`config.mk`:
```
export PLATFORM = sky130hd
export DESIGN_NAME = keyguard_wdt
export DESIGN_NICKNAME = d
export VERILOG_FILES = /design/src/rtl/kgw_pkg.sv /design/src/rtl/kgw_keyseq.sv /design/src/rtl/kgw_regs.sv /design/src/rtl/kgw_timer.sv /design/src/rtl/keyguard_wdt.sv
export SDC_FILE = /design/constraint.sdc
export NUM_CORES = 1
export LEC_CHECK = 0
export BUFFER_PORTS_ARGS = -buffer_cell sky130_fd_sc_hd__buf_2
export CAP_MARGIN = 0
export CORE_ASPECT_RATIO = 0.8
export CORE_MARGIN = 1
export CORE_UTILIZATION = 52
export DETAILED_ROUTE_END_ITERATION = 12
export MAX_ROUTING_LAYER = met4
export PLACE_DENSITY = 0.77
export SYNTH_ARGS = -nofsm -noshare
export SYNTH_HDL_FRONTEND = slang
export SYNTH_HIERARCHICAL = 1
export SYNTH_SLANG_ARGS = --single-unit
```
`constraint.sdc`:
```
create_clock -name clk -period 2.2 [get_ports clk]
set_input_delay 0.33 -clock clk [delete_from_list [all_inputs] [get_ports clk]]
set_output_delay 0.33 -clock clk [all_outputs]
set_load 0.05 [all_outputs]
```
`src/rtl/kgw_pkg.sv`:
```
`timescale 1ns/1ps
package kgw_pkg;

    localparam int DATA_W = 32;
    localparam int ADDR_W = 4;

    // key halves, lower half written first in narrow mode
    localparam logic [15:0] UNL_LO = 16'hC520;
    localparam logic [15:0] UNL_HI = 16'hD928;
    localparam logic [15:0] SVC_LO = 16'hA602;
    localparam logic [15:0] SVC_HI = 16'hB480;

    localparam logic [ADDR_W-1:0] OFS_CTRL = 4'h0;
    localparam logic [ADDR_W-1:0] OFS_CMD  = 4'h4;
    localparam logic [ADDR_W-1:0] OFS_LIM  = 4'h8;

    // control word bit positions (software decodes these)
    localparam int B_WIDE  = 13;
    localparam int B_OPEN  = 11;
    localparam int B_APPL  = 10;
    localparam int B_CLKLO = 8;
    localparam int B_RUN   = 7;
    localparam int B_UPD   = 5;
    localparam int B_WAIT  = 1;
    localparam int B_HALT  = 0;

    typedef struct packed {
        logic       wide;
        logic [1:0] clksel;
        logic       run;
        logic       upd;
        logic       wait_en;
        logic       halt_en;
    } ctrl_t;

    localparam ctrl_t CTRL_RESET = '{wide: 1'b0, clksel: 2'b00, run: 1'b0,
                                     upd: 1'b1, wait_en: 1'b0, halt_en: 1'b0};

    typedef enum logic [1:0] {
        KS_IDLE,
        KS_UNL_HALF,
        KS_SVC_HALF
    } key_state_e;

    typedef struct packed {
        logic unlock;
        logic service;
        logic bad;
    } key_ev_t;

    function automatic logic [DATA_W-1:0] ctrl_pack(input ctrl_t c, input logic open_s,
                                                    input logic appl_s);
        logic [DATA_W-1:0] w;
        w = '0;
        w[B_WIDE]              = c.wide;
        w[B_OPEN]              = open_s;
        w[B_APPL]              = appl_s;
        w[B_CLKLO+1:B_CLKLO]   = c.clksel;
        w[B_RUN]               = c.run;
        w[B_UPD]               = c.upd;
        w[B_WAIT]              = c.wait_en;
        w[B_HALT]              = c.halt_en;
        return w;
    endfunction

    function automatic ctrl_t ctrl_unpack(input logic [DATA_W-1:0] w);
        ctrl_t c;
        c.wide    = w[B_WIDE];
        c.clksel  = w[B_CLKLO+1:B_CLKLO];
        c.run     = w[B_RUN];
        c.upd     = w[B_UPD];
        c.wait_en = w[B_WAIT];
        c.halt_en = w[B_HALT];
        return c;
    endfunction

endpackage

```
`src/rtl/kgw_keyseq.sv`:
```
`timescale 1ns/1ps
module kgw_keyseq
    import kgw_pkg::*;
(
    input  logic              clk,
    input  logic              rst,
    input  logic              cmd_wr,
    input  logic [DATA_W-1:0] wdata,
    input  logic              wide,
    output key_ev_t           ev
);

    key_state_e state, state_nx;
    logic [15:0] lo;

    assign lo = wdata[15:0];

    always_comb begin
        ev       = '0;
        state_nx = state;
        if (cmd_wr) begin
            if (wide) begin
                state_nx = KS_IDLE;
                if (wdata == {UNL_HI, UNL_LO}) begin
                    ev.unlock = 1'b1;
                end else if (wdata == {SVC_HI, SVC_LO}) begin
                    ev.service = 1'b1;
                end
            end else begin
                case (state)
                    KS_IDLE: begin
                        if (lo == UNL_LO) begin
                            state_nx = KS_UNL_HALF;
                        end else if (lo == SVC_LO) begin
                            state_nx = KS_SVC_HALF;
                        end
                    end
                    KS_UNL_HALF: begin
                        state_nx = KS_IDLE;
                        if (lo == UNL_HI) ev.unlock = 1'b1;
                        else              ev.bad    = 1'b1;
                    end
                    KS_SVC_HALF: begin
                        state_nx = KS_IDLE;
                        if (lo == SVC_HI) ev.service = 1'b1;
                        else              ev.bad     = 1'b1;
                    end
                    default: state_nx = KS_IDLE;
                endcase
            end
        end
    end

    always_ff @(posedge clk) begin
        if (rst) state <= KS_IDLE;
        else     state <= state_nx;
    end

endmodule

```
`src/rtl/kgw_regs.sv`:
```
`timescale 1ns/1ps
module kgw_regs
    import kgw_pkg::*;
#(
    parameter int CNT_W     = 17,
    parameter int UNLK_WIN  = 128,
    parameter int DEF_TOVAL = 60000
) (
    input  logic              clk,
    input  logic              rst,
    input  logic              wr,
    input  logic [ADDR_W-1:0] addr,
    input  logic [DATA_W-1:0] wdata,
    input  logic              unlock,
    output ctrl_t             ctrl,
    output logic [CNT_W-1:0]  toval,
    output logic              open_s,
    output logic              appl_s,
    output logic              cfg_err
);

    localparam int WIN_W = (UNLK_WIN > 1) ? $clog2(UNLK_WIN) : 1;
    localparam logic [WIN_W-1:0] WIN_LAST = WIN_W'(UNLK_WIN - 1);

    logic [WIN_W-1:0] win;
    logic cfg_wr, apply;

    assign cfg_wr  = wr && ((addr == OFS_CTRL) || (addr == OFS_LIM));
    assign apply   = cfg_wr && open_s;
    assign cfg_err = cfg_wr && !open_s && !ctrl.upd;

    always_ff @(posedge clk) begin
        if (rst) begin
            ctrl   <= CTRL_RESET;
            toval  <= CNT_W'(DEF_TOVAL);
            open_s <= 1'b0;
            appl_s <= 1'b0;
            win    <= '0;
        end else begin
            if (unlock) begin
                open_s <= 1'b1;
                appl_s <= 1'b0;
                win    <= '0;
            end else if (open_s) begin
                win <= win + 1'b1;
                if ((apply && addr == OFS_CTRL) || win == WIN_LAST) begin
                    open_s <= 1'b0;
                end
            end
            if (apply) begin
                appl_s <= 1'b1;
                if (addr == OFS_CTRL) ctrl  <= ctrl_unpack(wdata);
                else                  toval <= wdata[CNT_W-1:0];
            end
        end
    end

endmodule

```
`src/rtl/kgw_timer.sv`:
```
`timescale 1ns/1ps
module kgw_timer #(
    parameter int CNT_W    = 17,
    parameter int TICK_DIV = 32000,
    parameter int RST_LEN  = 16
) (
    input  logic             clk,
    input  logic             rst,
    input  logic             run,
    input  logic [CNT_W-1:0] toval,
    input  logic             service,
    input  logic             fire_now,
    output logic [CNT_W-1:0] cnt,
    output logic             rst_req
);

    localparam int PRE_W = (TICK_DIV > 1) ? $clog2(TICK_DIV) : 1;
    localparam int LEN_W = (RST_LEN > 1) ? $clog2(RST_LEN) : 1;
    localparam logic [PRE_W-1:0] PRE_LAST = PRE_W'(TICK_DIV - 1);
    localparam logic [LEN_W-1:0] LEN_LAST = LEN_W'(RST_LEN - 1);

    logic [PRE_W-1:0] pre;
    logic [LEN_W-1:0] plen;
    logic busy, tick, expire, start;

    assign tick    = run && !busy && (pre == PRE_LAST);
    assign expire  = run && !busy && (cnt >= toval);
    assign start   = !busy && (expire || fire_now);
    assign rst_req = busy;

    always_ff @(posedge clk) begin
        if (rst) begin
            pre  <= '0;
            plen <= '0;
            busy <= 1'b0;
            cnt  <= '0;
        end else begin
            if (busy) begin
                plen <= plen + 1'b1;
                if (plen == LEN_LAST) begin
                    busy <= 1'b0;
                    cnt  <= '0;
                    pre  <= '0;
                end
            end else begin
                if (start) begin
                    busy <= 1'b1;
                    plen <= '0;
                end
                if (!run) begin
                    pre <= '0;
                end else if (tick) begin
                    pre <= '0;
                    cnt <= cnt + 1'b1;
                end else begin
                    pre <= pre + 1'b1;
                end
            end
            if (service) begin
                cnt <= '0;
                pre <= '0;
            end
        end
    end

endmodule

```
`src/rtl/keyguard_wdt.sv`:
```
`timescale 1ns/1ps
module keyguard_wdt
    import kgw_pkg::*;
#(
    parameter int CNT_W     = 17,
    parameter int TICK_DIV  = 32000,
    parameter int RST_LEN   = 16,
    parameter int UNLK_WIN  = 128,
    parameter int DEF_TOVAL = 60000
) (
    input  logic              clk,
    input  logic              rst,
    input  logic              bus_sel,
    input  logic              bus_wr,
    input  logic [ADDR_W-1:0] bus_addr,
    input  logic [DATA_W-1:0] bus_wdata,
    output logic [DATA_W-1:0] bus_rdata,
    output logic              wdog_rst
);

    logic             wr, cmd_wr, cfg_err, open_s, appl_s;
    key_ev_t          kev;
    ctrl_t            ctrl;
    logic [CNT_W-1:0] toval, cnt;

    assign wr     = bus_sel && bus_wr;
    assign cmd_wr = wr && (bus_addr == OFS_CMD);

    kgw_keyseq u_keys (
        .clk    (clk),
        .rst    (rst),
        .cmd_wr (cmd_wr),
        .wdata  (bus_wdata),
        .wide   (ctrl.wide),
        .ev     (kev)
    );

    kgw_regs #(
        .CNT_W     (CNT_W),
        .UNLK_WIN  (UNLK_WIN),
        .DEF_TOVAL (DEF_TOVAL)
    ) u_regs (
        .clk     (clk),
        .rst     (rst),
        .wr      (wr),
        .addr    (bus_addr),
        .wdata   (bus_wdata),
        .unlock  (kev.unlock),
        .ctrl    (ctrl),
        .toval   (toval),
        .open_s  (open_s),
        .appl_s  (appl_s),
        .cfg_err (cfg_err)
    );

    kgw_timer #(
        .CNT_W    (CNT_W),
        .TICK_DIV (TICK_DIV),
        .RST_LEN  (RST_LEN)
    ) u_timer (
        .clk      (clk),
        .rst      (rst),
        .run      (ctrl.run),
        .toval    (toval),
        .service  (kev.service),
        .fire_now (kev.bad || cfg_err),
        .cnt      (cnt),
        .rst_req  (wdog_rst)
    );

    always_comb begin
        case (bus_addr)
            OFS_CTRL: bus_rdata = ctrl_pack(ctrl, open_s, appl_s);
            OFS_CMD:  bus_rdata = DATA_W'(cnt);
            OFS_LIM:  bus_rdata = DATA_W'(toval);
            default:  bus_rdata = '0;
        endcase
    end

endmodule

```
# After elaboration in Yosys (flattened, before gate mapping)
# Cells that the tools add are included.
# classes
addsub,4
n_bitwise,1
reduce_logical,30
order_cmp,1
n_eq_ne,15
n_mux,36
# ops
cell,n
$mux W17,4
$eq A16 B16 Y1 const B,4
$eq A32 B32 Y1 const B,2
$mux W15,4
$pmux W17 S3,1
$mux W1,18
$add A17 B1 Y17 const B,1
$ge A17 B17 Y1,1
$add A15 B1 Y15 const B,1
$eq A15 B15 Y1 const B,1
$logic_and A1 B1 Y1,11
$mux W2,5
$eq A4 B4 Y1 const B,2
$mux W4,2
$reduce_bool A2 Y1,4
$add A7 B1 Y7 const B,1
$eq A7 B7 Y1 const B,1
$reduce_and A2 Y1,3
$add A4 B1 Y4 const B,1
$eq A4 B3 Y1 const B,1
$logic_not A4 Y1,1
$logic_or A1 B1 Y1,4
$ne A4 B1 Y1 const B,1
$reduce_or A2 Y1,2
9 further kinds,11
# totals
ff_bits,72
elab_cells,102
in_bits,40
out_inout_bits,33

# Longest topological paths before layout
# depth
ltp_word,10
mapped_depth,12

# Modules after synthesis
# Netlist, hierarchy kept.
# by_module_without_submodules
mod,seq_area_each_um2,area_each_um2,instances,cells_each
kgw_timer,740.7,2183.3,1,267
kgw_regs,660.6,1423.9,1,156
keyguard_wdt,0.0,464.2,1,51
kgw_keyseq,40.0,409.1,1,48

# Least setup slack after synthesis
# Ideal clock, no wire load.
# synth_timing
kind,input port to flip-flop
startpoint,input port bus_addr[2]
endpoint,register u_timer.cnt[0]
n_path_buf,3
arrival_ps,2249
cell_stages,10
setup_ps,128
path_slack_ps,-176
t_required_ps,2072
cell_sequence,buf_6 > nor4b_4 > and2_1 > nand3b_4 > nor3_1 > a32o_1 > or3_1 > clkbuf_1 > clkbuf_1 > nor2_1
# synth_rtl
item,line,rtl
start: declaration,keyguard_wdt.sv:15,"input logic [ADDR_W-1:0] bus_addr,"
end signal: assignment,kgw_timer.sv:54,cnt <= cnt + 1'b1;
end: declaration,kgw_timer.sv:13,"output logic [CNT_W-1:0] cnt,"

# Final worst setup path
# layout_timing
startpoint,input port bus_addr[1]
endpoint,output port bus_rdata[9]
# layout_between
elab_chain_cells,2
elab_cells_between_ends,4
# layout_rtl
item,line,rtl
"$eq A4 B4 Y1, or another cell as far along",keyguard_wdt.sv:72,case (bus_addr)
$pmux W17 S3 (*),keyguard_wdt.sv:72,
end: declaration,keyguard_wdt.sv:17,"output logic [DATA_W-1:0] bus_rdata,"
# Mark *: on every way between the ends. The rest lies on a longest branch, timed or not.

==> results_tabular.tex <==
\begin{tabular}{lr}
\hline
Metric & Value \\
\hline
\multicolumn{2}{l}{\textbf{Outcome}} \\
\quad Outcome & finished, final reports clean \\
\multicolumn{2}{l}{\textbf{Worst setup path}} \\
\quad Required time of the worst setup path & 1.87 ns \\
\quad Capturing element type of the critical path & primary output \\
\quad Critical setup path kind & input port to primary output \\
\quad Crit Path Max Fanout & 9 \\
\quad Data arrival time at the worst-slack endpoint & 1.72 ns \\
\quad Kind of start point of the critical path & input port \\
\multicolumn{2}{l}{\textbf{STA}} \\
\quad Setup-failing EPs final & 0 \\
\quad Transition time at the pin with the least slew margin & 0.512 ns \\
\quad Final period demand of the worst path & 2.05 ns \\
\quad Unrepaired setup endpoints after global routing & false \\
\quad Final-report hold violation count & 0 \\
\quad Relative slew slack & 65.8\% \\
\quad Skew final & 0.0129 ns \\
\quad Highest attainable clock frequency & 488 MHz \\
\quad Total negative slack for setup checks & 0 ns \\
\quad Period utilization & 93.1\% \\
\quad Number of slew-limit violations in the final report & 0 \\
\multicolumn{2}{l}{\textbf{Final layout}} \\
\quad Nets & 677 \\
\quad Footprint of the multi-input gates & 0.00280 sq mm \\
\quad Relative area change from synthesis to final layout & 20.2\% \\
\quad Most frequent standard cell in the layout excluding fill and tap cells & dfxtp\_1 \\
\quad Most used cells in the layout excluding fill and tap cells & 70 x dfxtp\_1, 56 x buf\_2, 54 x nor2\_1 \\
\quad Layout cell share with drive strength beyond 1 & 26.6\% \\
\quad Sequential cell area & 0.00144 sq mm \\
\quad Finished Core Util & 66.2\% \\
\quad N\_diodes & 0 \\
\quad Fill cell total of the finished layout & 674 \\
\multicolumn{2}{l}{\textbf{Routing}} \\
\quad Post-Route WL & 11.8 mm \\
\quad Amount of wire on met2 after detailed routing & 5.63 mm \\
\quad Detailed-router iteration count before antenna repair & 5 \\
\quad Number of violations reported at the end of detailed-routing iteration 0 & 286 \\
\quad Metal-1 WL & 5.16 mm \\
\quad Met3 routed WL & 829 um \\
\quad Detailed-route via count & 4269 \\
\quad Number of vias per cell after detailed routing & 5.89 \\
\quad Mean routed wirelength per cell & 16.3 um \\
\quad Antenna-violating nets left & 0 \\
\quad Highest metal layer with signal wires & met4 \\
\quad DRC violation count after routing & 0 \\
\multicolumn{2}{l}{\textbf{Placement}} \\
\quad Final GP Congestion & 0.965 \\
\quad Dpl hpwl & 9.00 mm \\
\quad Port bufs & 57 \\
\multicolumn{2}{l}{\textbf{Clock network}} \\
\quad Post-CTS repair timing setup buffer count & 0 \\
\quad Root Driver & clkbuf\_8 \\
\quad CTS tree & done \\
\quad Clk pin slew, worst setup/hold paths & 0.07 ns \\
\quad Sinks on the clock net & 72 \\
\quad Clk Latency, worst-skew pair & 0.34 ns \\
\quad Maximum buffer depth of the clock tree & 2 \\
\quad CTS Hold Buffers Added & 0 \\
\quad Number of buffers created by CTS & 9 \\
\quad CTS H-tree lvls & 3 \\
\quad CTS-repair resized insts & 0 \\
\multicolumn{2}{l}{\textbf{Yosys}} \\
\quad Post-Synthesis Mean Instance Area & 8.58 sq um \\
\quad Main synth FF type & dfxtp\_1 \\
\quad Top cell type by total area after synthesis & dfxtp\_1 \\
\quad Distinct cell type count after synthesis & 62 \\
\quad Largest cells by area after synthesis & dfxtp\_1 32\%, ha\_1 6.7\%, nor2\_1 4.5\% \\
\quad Area share of the largest cell type after synthesis & 32.2\% \\
\quad EDFF count, synth & 0 \\
\quad Number of synthesis warnings & 6 \\
\quad Sequential cell area fraction in the yosys report & 32.2\% \\
\quad Number of synthesized register bits & 72 \\
\quad Cells after Synth & 522 \\
\quad Netlist area before placement & 0.00448 sq mm \\
\quad Asr flop ratio synth & 0\% \\
\multicolumn{2}{l}{\textbf{Hold path}} \\
\quad Hold/Removal Path Class & input port to flip-flop \\
\multicolumn{2}{l}{\textbf{Flow run}} \\
\quad Count of max-cap constraint violations & 0 \\
\multicolumn{2}{l}{\textbf{Pwr}} \\
\quad Ratio of total power to cell area & 454 mW/mm\^{}2 \\
\quad Total chip power & 2.44 mW \\
\quad Static leakage & 2.17 nW \\
\quad VDD IR max & 0.381 mV \\
\multicolumn{2}{l}{\textbf{Global routing}} \\
\quad Global router's overall resource usage & 27.7\% \\
\quad Global-route wire length before repair & 19.3 mm \\
\quad Pin count of the biggest net entering global routing & 34 \\
\quad Initial antenna violation count & 0 \\
\quad Sum of overflow across all layers after global routing & 0 \\
\quad Via count of the first global-routing pass & 3983 \\
\multicolumn{2}{l}{\textbf{Floorplanning}} \\
\quad Die Outline Area & 0.00899 sq mm \\
\quad DIE HEIGHT & 85.0 um \\
\quad Std cell rows & 29 \\
\quad I/O pin count & 73 \\
\quad Die outline width & 106 um \\
\quad Standard cell core area & 0.00813 sq mm \\
\quad Starting density of the core & 55.1\% \\
\hline
\end{tabular}
[sequential cells by signal, indices dropped and copies added, names as in the netlist]
name and cells:
u_regs/toval 17, u_timer/cnt 17, u_timer/pre 15, u_regs/ctrl 7
u_regs/win 7, u_timer/plen 4, u_keys/state 2, u_regs/appl_s 1
u_regs/open_s 1, u_timer/rst_req 1
[critical path, stage by stage]
cell,delay (ns)
buf_2,0.13
buf_4,0.15
or3_1,0.52
o2bb2ai_1,0.27
buf_2,0.30
[cells by family after synthesis]
group / synth area share [%]
and+or+nand+nor: 26.1
AOI/OAI and AO/OA: 16.9
buffers and inverters: 8.32
DFF: 32.2
xor gates and xnor gates: 5.67
adders and majority gates: 6.70
muxes: 4.05
other: 0.0837
[report_power, final]
part / leakage (nW) / switching (mW) / total, mW / internal [mW]
clock: 0.0886 / 0.490 / 0.889 / 0.398
combinational: 1.50 / 0.165 / 0.251 / 0.0865
sequential: 0.581 / 0.0000000150 / 1.30 / 1.30
total: 2.17 / 0.655 / 2.44 / 1.79
[worst paths after layout]
check / from / endpoint / slack (ns) / depth (start not counted)
worst max-delay path: bus_addr[1] / bus_rdata[9] / 0.15 / 5
worst min-delay path: bus_wdata[10] / u_regs/toval[10]$_SDFFE_PP0P_ / 0.24 / 2
worst min register to register: u_keys/state[1]$_SDFFE_PP0P_ / u_keys/state[1]$_SDFFE_PP0P_ / 0.48 / 1
worst max register to register: u_keys/state[0]$_SDFFE_PP0P_ / u_timer/plen[3]$_SDFFE_PP0P_ / 0.20 / 10
[through the flow]
| step | area, sq um | setup WS [ns] | instances | hold WS, ns |
|---|---|---|---|---|
| finish | 5380 | 0.152 | 725 | 0.238 |
| global placement | 5190 | -0.119 | 710 | 0.467 |
| CTS | 5350 | 0.0975 | 725 | 0.224 |
| floorplan | 4600 | -0.00433 | 536 | 0.399 |
| global route | 5380 | 0.00319 | 725 | 0.236 |
| detailed placement | 5190 | -0.195 | 710 | 0.480 |
[routing by layer]
| metal | vias up | track usage, % |
|---|---|---|
| met5 | - | - |
| met4 | 0 | 7.70 |
| met3 | 21 | 4.76 |
| met2 | 178 | 44.8 |
| met1 | 2027 | 35.8 |
| li1 | 2043 | - |
[cell usage after synthesis, types with 5 or more instances]
master and instances:
a21oi_1 26, a22o_2 8, a311oi_1 13, a31o_2 7
and2_1 6, and3_1 7, and4_1 5, buf_4 16
clkbuf_1 17, dfxtp_1 72, ha_1 24, inv_1 34
mux2i_1 17, nand2_1 24, nand2b_1 7, nand3_1 21
nand4_1 14, nor2_1 54, nor3_1 12, nor4_1 8
o21ai_0 19, o2bb2ai_1 10, or3_1 7, xnor2_1 15
xor2_1 14
[cell type report]
cell class,count,area share [%]
clock buffers,9,2.30
clock inverters,6,0.697
inverters,34,2.37
multi-input cells,389,52.0
flip-flops and latches,72,26.8
well taps,108,2.51
repair buffers,107,13.3
Power figures use the tool's default switching activity.
